`config.mk`:
```
export PLATFORM = sky130hd
export DESIGN_NAME = wdog_keyed
export DESIGN_NICKNAME = d
export VERILOG_FILES = /design/src/rtl/wdog_keyed.sv
export SDC_FILE = /design/constraint.sdc
export NUM_CORES = 1
export LEC_CHECK = 0
export ABC_CLOCK_PERIOD_IN_PS = 2600
export BUFFER_PORTS_ARGS = -buffer_cell sky130_fd_sc_hd__buf_2
export CORE_MARGIN = 4
export CORE_UTILIZATION = 54
export DETAILED_ROUTE_END_ITERATION = 8
export GPL_TIMING_DRIVEN = 0
export PLACE_DENSITY_LB_ADDON = 0.08
export SLEW_MARGIN = 20
export SYNTH_ARGS = -nofsm -noshare
export SYNTH_HDL_FRONTEND = slang
export SYNTH_SLANG_ARGS = --single-unit
```
`constraint.sdc`:
```
create_clock -name clk -period 2.6 [get_ports clk]
set_clock_uncertainty 0.15 [all_clocks]
set_input_delay 0.13 -clock clk [delete_from_list [all_inputs] [get_ports clk]]
set_output_delay 0.13 -clock clk [all_outputs]
set_load 0.02 [all_outputs]
```
`src/rtl/wdog_keyed.sv`:
```
module wdog_keyed #(
  parameter int TIMEOUT_TICKS = 24576,
  parameter int DATA_W        = 16,
  parameter logic [1:0] KEY   = 2'b01
) (
  input  logic              clk,
  input  logic              rst_n,
  input  logic              wdog_en,
  input  logic              tick_en,
  input  logic              standby,
  input  logic              slow_osc_on,
  input  logic              wr_stb,
  input  logic [DATA_W-1:0] wr_data,
  output logic              rst_req
);
  localparam int CNT_W = $clog2(TIMEOUT_TICKS + 1);
  localparam logic [CNT_W-1:0] LAST = CNT_W'(TIMEOUT_TICKS - 1);

  logic [CNT_W-1:0] cnt;

  wire tick_ok  = tick_en && (!standby || slow_osc_on);
  wire key_good = wr_stb && (wr_data[1:0] == KEY);
  wire key_bad  = wr_stb && (wr_data[1:0] != KEY);
  wire expire   = tick_ok && (cnt == LAST);

  always_ff @(posedge clk or negedge rst_n) begin
    if (!rst_n) begin
      cnt     <= '0;
      rst_req <= 1'b0;
    end else if (!wdog_en) begin
      cnt     <= '0;
      rst_req <= 1'b0;
    end else if (key_bad) begin
      cnt     <= '0;
      rst_req <= 1'b1;
    end else if (key_good) begin
      cnt     <= '0;
      rst_req <= 1'b0;
    end else if (expire) begin
      cnt     <= '0;
      rst_req <= 1'b1;
    end else begin
      rst_req <= 1'b0;
      if (tick_ok) cnt <= cnt + 1'b1;
    end
  end


  strap_off_quiet_chk: assert property (@(posedge clk) disable iff (!rst_n)
    !wdog_en |=> !rst_req);

  bad_key_fires_chk: assert property (@(posedge clk) disable iff (!rst_n)
    (wdog_en && wr_stb && wr_data[1:0] != KEY) |=> rst_req);

  good_key_clears_chk: assert property (@(posedge clk) disable iff (!rst_n)
    (wdog_en && wr_stb && wr_data[1:0] == KEY) |=> (!rst_req && cnt == '0));

  standby_freeze_chk: assert property (@(posedge clk) disable iff (!rst_n)
    (wdog_en && standby && !slow_osc_on && !wr_stb) |=> $stable(cnt));

  cnt_bound_chk: assert property (@(posedge clk) disable iff (!rst_n)
    cnt <= LAST);

  req_restarts_chk: assert property (@(posedge clk) disable iff (!rst_n)
    rst_req |-> cnt == '0);
endmodule

```
== Yosys cells after proc, flatten, opt, wreduce, memory -nomap -nowiden ==
Index checks and enable logic that the tools add are counted.

* Add/sub/neg operators: 1
* Multipliers: 0
* Divide/modulo/power cells: 0
* Order comparisons: 0
* Eq/ne operators: 4
* Shift operators: 0
* Muxes and demuxes: 9
* Bitwise gates (word level): 0
* Reduce and logical (&&, ||, !) cells: 6

{| class="wikitable"
|+ Operators by type and width
! kind !! number
|-
| $mux W15 || 5
|-
| $add A15 B1 Y15 const B || 1
|-
| $eq A15 B15 Y1 const B || 1
|-
| $ne A5 B1 Y1 const B || 1
|-
| $logic_and A1 B1 Y1 || 4
|-
| $mux W1 || 4
|-
| $eq A2 B1 Y1 const B || 1
|-
| $ne A2 B1 Y1 const B || 1
|-
| $logic_not A1 Y1 || 1
|-
| $logic_or A1 B1 Y1 || 1
|}

* Register bits: 16
* Bits in latches: 0
* RAM bits: 0
* Bits in read-only memories: 0
* Input bits: 23
* Output and inout port bits: 1
* Memories: 0

== Depth between registers and ports, before layout ==
* Depth in word-level cells: 8
* Mapped depth: 6
* Mapped depth without buffers: 5

== Worst setup path after synthesis ==
OpenSTA, ideal clock, no wires.

* Kind: reg-to-reg
* Start: register cnt[0]
* End: register cnt[5]
* Library setup time: 130 ps
* Data arrival time: 1,494 ps
* Required time: 2,320 ps
* Slack: 826 ps
* Cell stages (with the launch flop): 7
* Period minus slack after synthesis: 1,774 ps
* Path through: dfrtp_1 ha_1 and3_1 nand3_1 o311ai_4 buf_4 a21oi_1

* Longest elaborated chain between the ends: 6

{| class="wikitable"
|+ Ends and longest elaborated chain
! what !! RTL line !! source
|-
| start: declaration || 19 || <nowiki>logic [CNT_W-1:0] cnt;</nowiki>
|-
| start signal: assignment || 44 || <nowiki>if (tick_ok) cnt <= cnt + 1'b1;</nowiki>
|-
| $add A15 B1 Y15 / $eq A15 B15 Y1 (equally long branches) || 44, 24 ||
|-
| $mux W15 / $logic_and A1 B1 Y1 (equally long branches) || 44, 24 ||
|-
| $mux W15 || 39 || <nowiki>end else if (expire) begin</nowiki>
|-
| $mux W15 || 36 || <nowiki>end else if (key_good) begin</nowiki>
|-
| $mux W15 || 33 || <nowiki>end else if (key_bad) begin</nowiki>
|-
| $mux W15 || 30 || <nowiki>end else if (!wdog_en) begin</nowiki>
|}

Parallel ways exist; a longest one is shown, timed or not. The select of a mux whose other input is x is not followed.
A chain may end at the register's enable or synchronous reset.

== Final worst setup path ==
* Start: register cnt[0]
* End: register rst_req

* Longest elaborated chain between the ends: 6

{| class="wikitable"
|+ Ends and longest elaborated chain
! what !! RTL line !! source
|-
| $eq A15 B15 Y1 || 24 || <nowiki>wire expire = tick_ok && (cnt == LAST);</nowiki>
|-
| $logic_and A1 B1 Y1 || 24 ||
|-
| $mux W1 || 39 ||
|-
| $mux W1 || 36 ||
|-
| $mux W1 || 33 ||
|-
| $mux W1 || 30 ||
|-
| end signal: assignment || 32 || <nowiki>rst_req <= 1'b0;</nowiki>
|-
| end signal: assignment || 35 || <nowiki>rst_req <= 1'b1;</nowiki>
|-
| end signal: assignment || 38 || <nowiki>rst_req <= 1'b0;</nowiki>
|-
| end: declaration || 14 || <nowiki>output logic rst_req</nowiki>
|}

Every way passes these cells.

==> results.tsv <==
stage	metric	value	unit
timing	setup_ws	0.323	ns
power_and_ir_drop	clockPowerShare	31.1	%
synthesis	ys_ff_latch	16	
critical_path	startpoint_type	register	
min_path	holdPathStages	3	
global_route	grt_pass1_vias	740	
detailed_routing	vias	804	
placement	gp_congestion	0.862	
detailed_routing	drcViolationCount	0	
synthesis	syn_area_per_cell	9.77	um2
synthesis	yosys_warnings	0	
critical_path	end_kind	register	
synthesis	ys_seq_area_share	44.1	%
global_route	grt_overflow	0	
cts	cts_root_buf	clkbuf_4	
critical_path	cp.arrival	2.36	ns
power_and_ir_drop	p_per_area	411	nW/um2
synthesis	synth_xor_area_share	0.964	%
critical_path	path_max_fanout	4	
timing	tns	0	ns
global_route	met2_usage	28.5	%
critical_path	worstPathRequired	2.69	ns
finish	final_cell_mix	dfrtp_1, a21oi_1, buf_2	
synthesis	yosys.area.top_type	dfrtp_1	
run	drv_cap	0	
die	die_y	49.0	um
cts	cts_tree	done	
synthesis	synthTopCellsByArea	dfrtp_1, o31ai_1, a21oi_1	
timing	rsz0062_at_grt	no	
synthesis	synth-edff-count	0	
cts	clk_pin_slew	0.09	ns
synthesis	synthFlopType	dfrtp_1	
power_and_ir_drop	irDropWorstVdd	0.294	mV
power_and_ir_drop	p_comb_share	9.7	%
die	io_pins	24	
timing	holdWs	0.00883	ns
finish	nets	135	
timing	setup_viol	0	
detailed_routing	wl	1980	um
detailed_routing	drt-initial-drc-count	15	
min_path	hold_end	cnt[12]	
cts	clockBufferDepth	2	
cts	postCtsSetupRepairBufs	0	
detailed_routing	dr.pass1.iters	4	
critical_path	r2r-start	cnt[0]	
die	core	1540	um2
critical_path	r2r_end	rst_req	
critical_path	crit_type	reg -> reg	
global_route	grt_usage	18.0	%
placement	port_buffers	9	
synthesis	synth_nets	117	
critical_path	cp_slowest_cell	dlygate4sd3_1	
die	start_util	58.9	%
status	status	completed	
synthesis	synth_area	908	um2
detailed_routing	routedWlPerCell	15.8	um
timing	slew_headroom	75.6	%
cts	numCtsBuffers	3	
finish	final_common_cell	dfrtp_1	
critical_path	max_stage_delay	0.54	ns
detailed_routing	antenna_left	0	
finish	diodes	0	
synthesis	synth_top_family_by_area	simple AND/OR/NAND/NOR gates	
global_route	grt_max_degree	17	
detailed_routing	vias_per_cell	6.43	
die	dieArea	2400	um2
timing	clock.fmax	0.439	GHz
min_path	hold_class	in -> reg	
cts	clkLatencyLatePin	0.29	ns
power_and_ir_drop	seqPwrFrac	59.2	%
global_route	grt_pass1_wl	3330	um
critical_path	ff2ff_path_depth	6	
timing	final.period_utilization	87.6	%
synthesis	synthMuxAreaShare	1.10	%
timing	drv_slew	0	
placement	hpwlAfterDp	1340	um
synthesis	yosys.area_share.simple	25.9	%
global_route	grt_use_met1	23.5	%
synthesis	synth_top_area_share	44.1	%
global_route	grt_busiest_layer	met2	
synthesis	synth_compound_area_share	23.0	%
die	num_rows	14	
power_and_ir_drop	power_switching_share	24.5	%
power_and_ir_drop	leakagePower	0.418	nW
finish	drive_gt1_share	21.1	%
synthesis	async_reset_ff_share	100	%
synthesis	syn_inst	93	
placement	place_ws	0.611	ns
synthesis	synth_cell_types	28	
timing	tightestPinTransition	0.367	ns
timing	final_hold_viol_count	0	
global_route	antenna_found_initial	0	
timing	fin_crit	2.28	ns
cts	h-tree-depth	1	
die	die_x	49.0	um
finish	syn_to_final_growth	14.0	%
critical_path	worstPathCellList	ha_1, and3_1, nand3_1, o31ai_1, o311a_1, dlygate4sd3_1	
power_and_ir_drop	p_int	0.000321	W
cts	cts_sinks	16	
power_and_ir_drop	switching_power	0.000104	W
synthesis	yosys.area_share.adder	1.38	%
critical_path	rrSetupSlack	0.32	ns
min_path	hold_path_startpoint	wdog_en	
global_route	use_met3	3.36	%
-- flip-flops by register name (all words and copies together), names as in the netlist --
name / count
cnt: 15
rst_req: 1
-- stage by stage --
step | cell area [um2] | util, % | std cells | power [W]
finish | 1040 | 67.2 | 125 | 0.000426
detailed placement | 973 | 63.1 | 118 | 0.000293
CTS | 1040 | 67.2 | 125 | 0.000428
global placement | 973 | 63.1 | 118 | 0.000293
floorplan | 908 | - | 93 | 0.000275
global route | 1040 | 67.2 | 125 | 0.000447
-- worst max-delay path, delay by kind of cell, from the launching register on --
kind,cells,cell delay (ns)
buf+inv,1,0.54
simple gates,2,0.41
fa+ha+maj,1,0.20
flops,1,0.41
compound gates,2,0.51
-- worst max-delay path by stage --
| stage | startpoint | to | depth (start not counted) |
|---|---|---|---|
| detailed placement | cnt[0] | cnt[5] | 6 |
| CTS | cnt[0] | rst_req | 6 |
| floorplan | cnt[0] | cnt[5] | 6 |
| finish | cnt[0] | rst_req | 6 |
| global placement | cnt[0] | cnt[5] | 6 |
| global route | cnt[1] | rst_req | 6 |
-- kinds of logic after synthesis --
group / after synthesis
AOI/OAI and AO/OA: 30
xor gates and xnor gates: 1
adders and majority gates: 1
buffers and inverters: 7
DFF: 16
muxes: 1
and+or+nand+nor: 37
-- repair_timing --
item                      CTS  global route
hold endpoints to repair   18             0
resized for setup           0             0
hold buffers                4             0
-- final cells by class --
cell class | instances | area [um2]
Buffer | 3 | 17.5
Clock buffer | 3 | 22.5
Fill cell | 124 | 505
Inverter | 4 | 15.0
Multi-Input combinational cell | 70 | 475
Sequential cell | 16 | 400
Tap cell | 16 | 20.0
Timing Repair Buffer | 13 | 85.1
-- cell usage after synthesis (all sizes together), types with 3 or more instances --
master  instances
dfrtp          16
a21oi          14
o31ai          10
or4             9
nand2           7
nand3           5
inv             4
o21ai           4
or3             4
buf             3
nand4           3
-- layer usage --
layer | share of wire, % | vias to the layer above | wire (um)
li1 | - | 399 | -
met1 | 47 | 389 | 936
met2 | 48 | 11 | 941
met3 | 2.9 | 5 | 57
met4 | 2.0 | 0 | 40
met5 | 0 | - | 0
-- power groups by stage --
stage          Sequential (W)  Clock, W  Combinational [W]
2_1_floorplan        0.000258         0          0.0000173
3_3_place_gp         0.000257         0          0.0000359
3_5_place_dp         0.000257         0          0.0000363
4_1_cts              0.000252  0.000135          0.0000411
5_1_grt              0.000252  0.000149          0.0000455
6_report             0.000252  0.000133          0.0000412
Note: power is estimated with default switching activity, not from simulation.
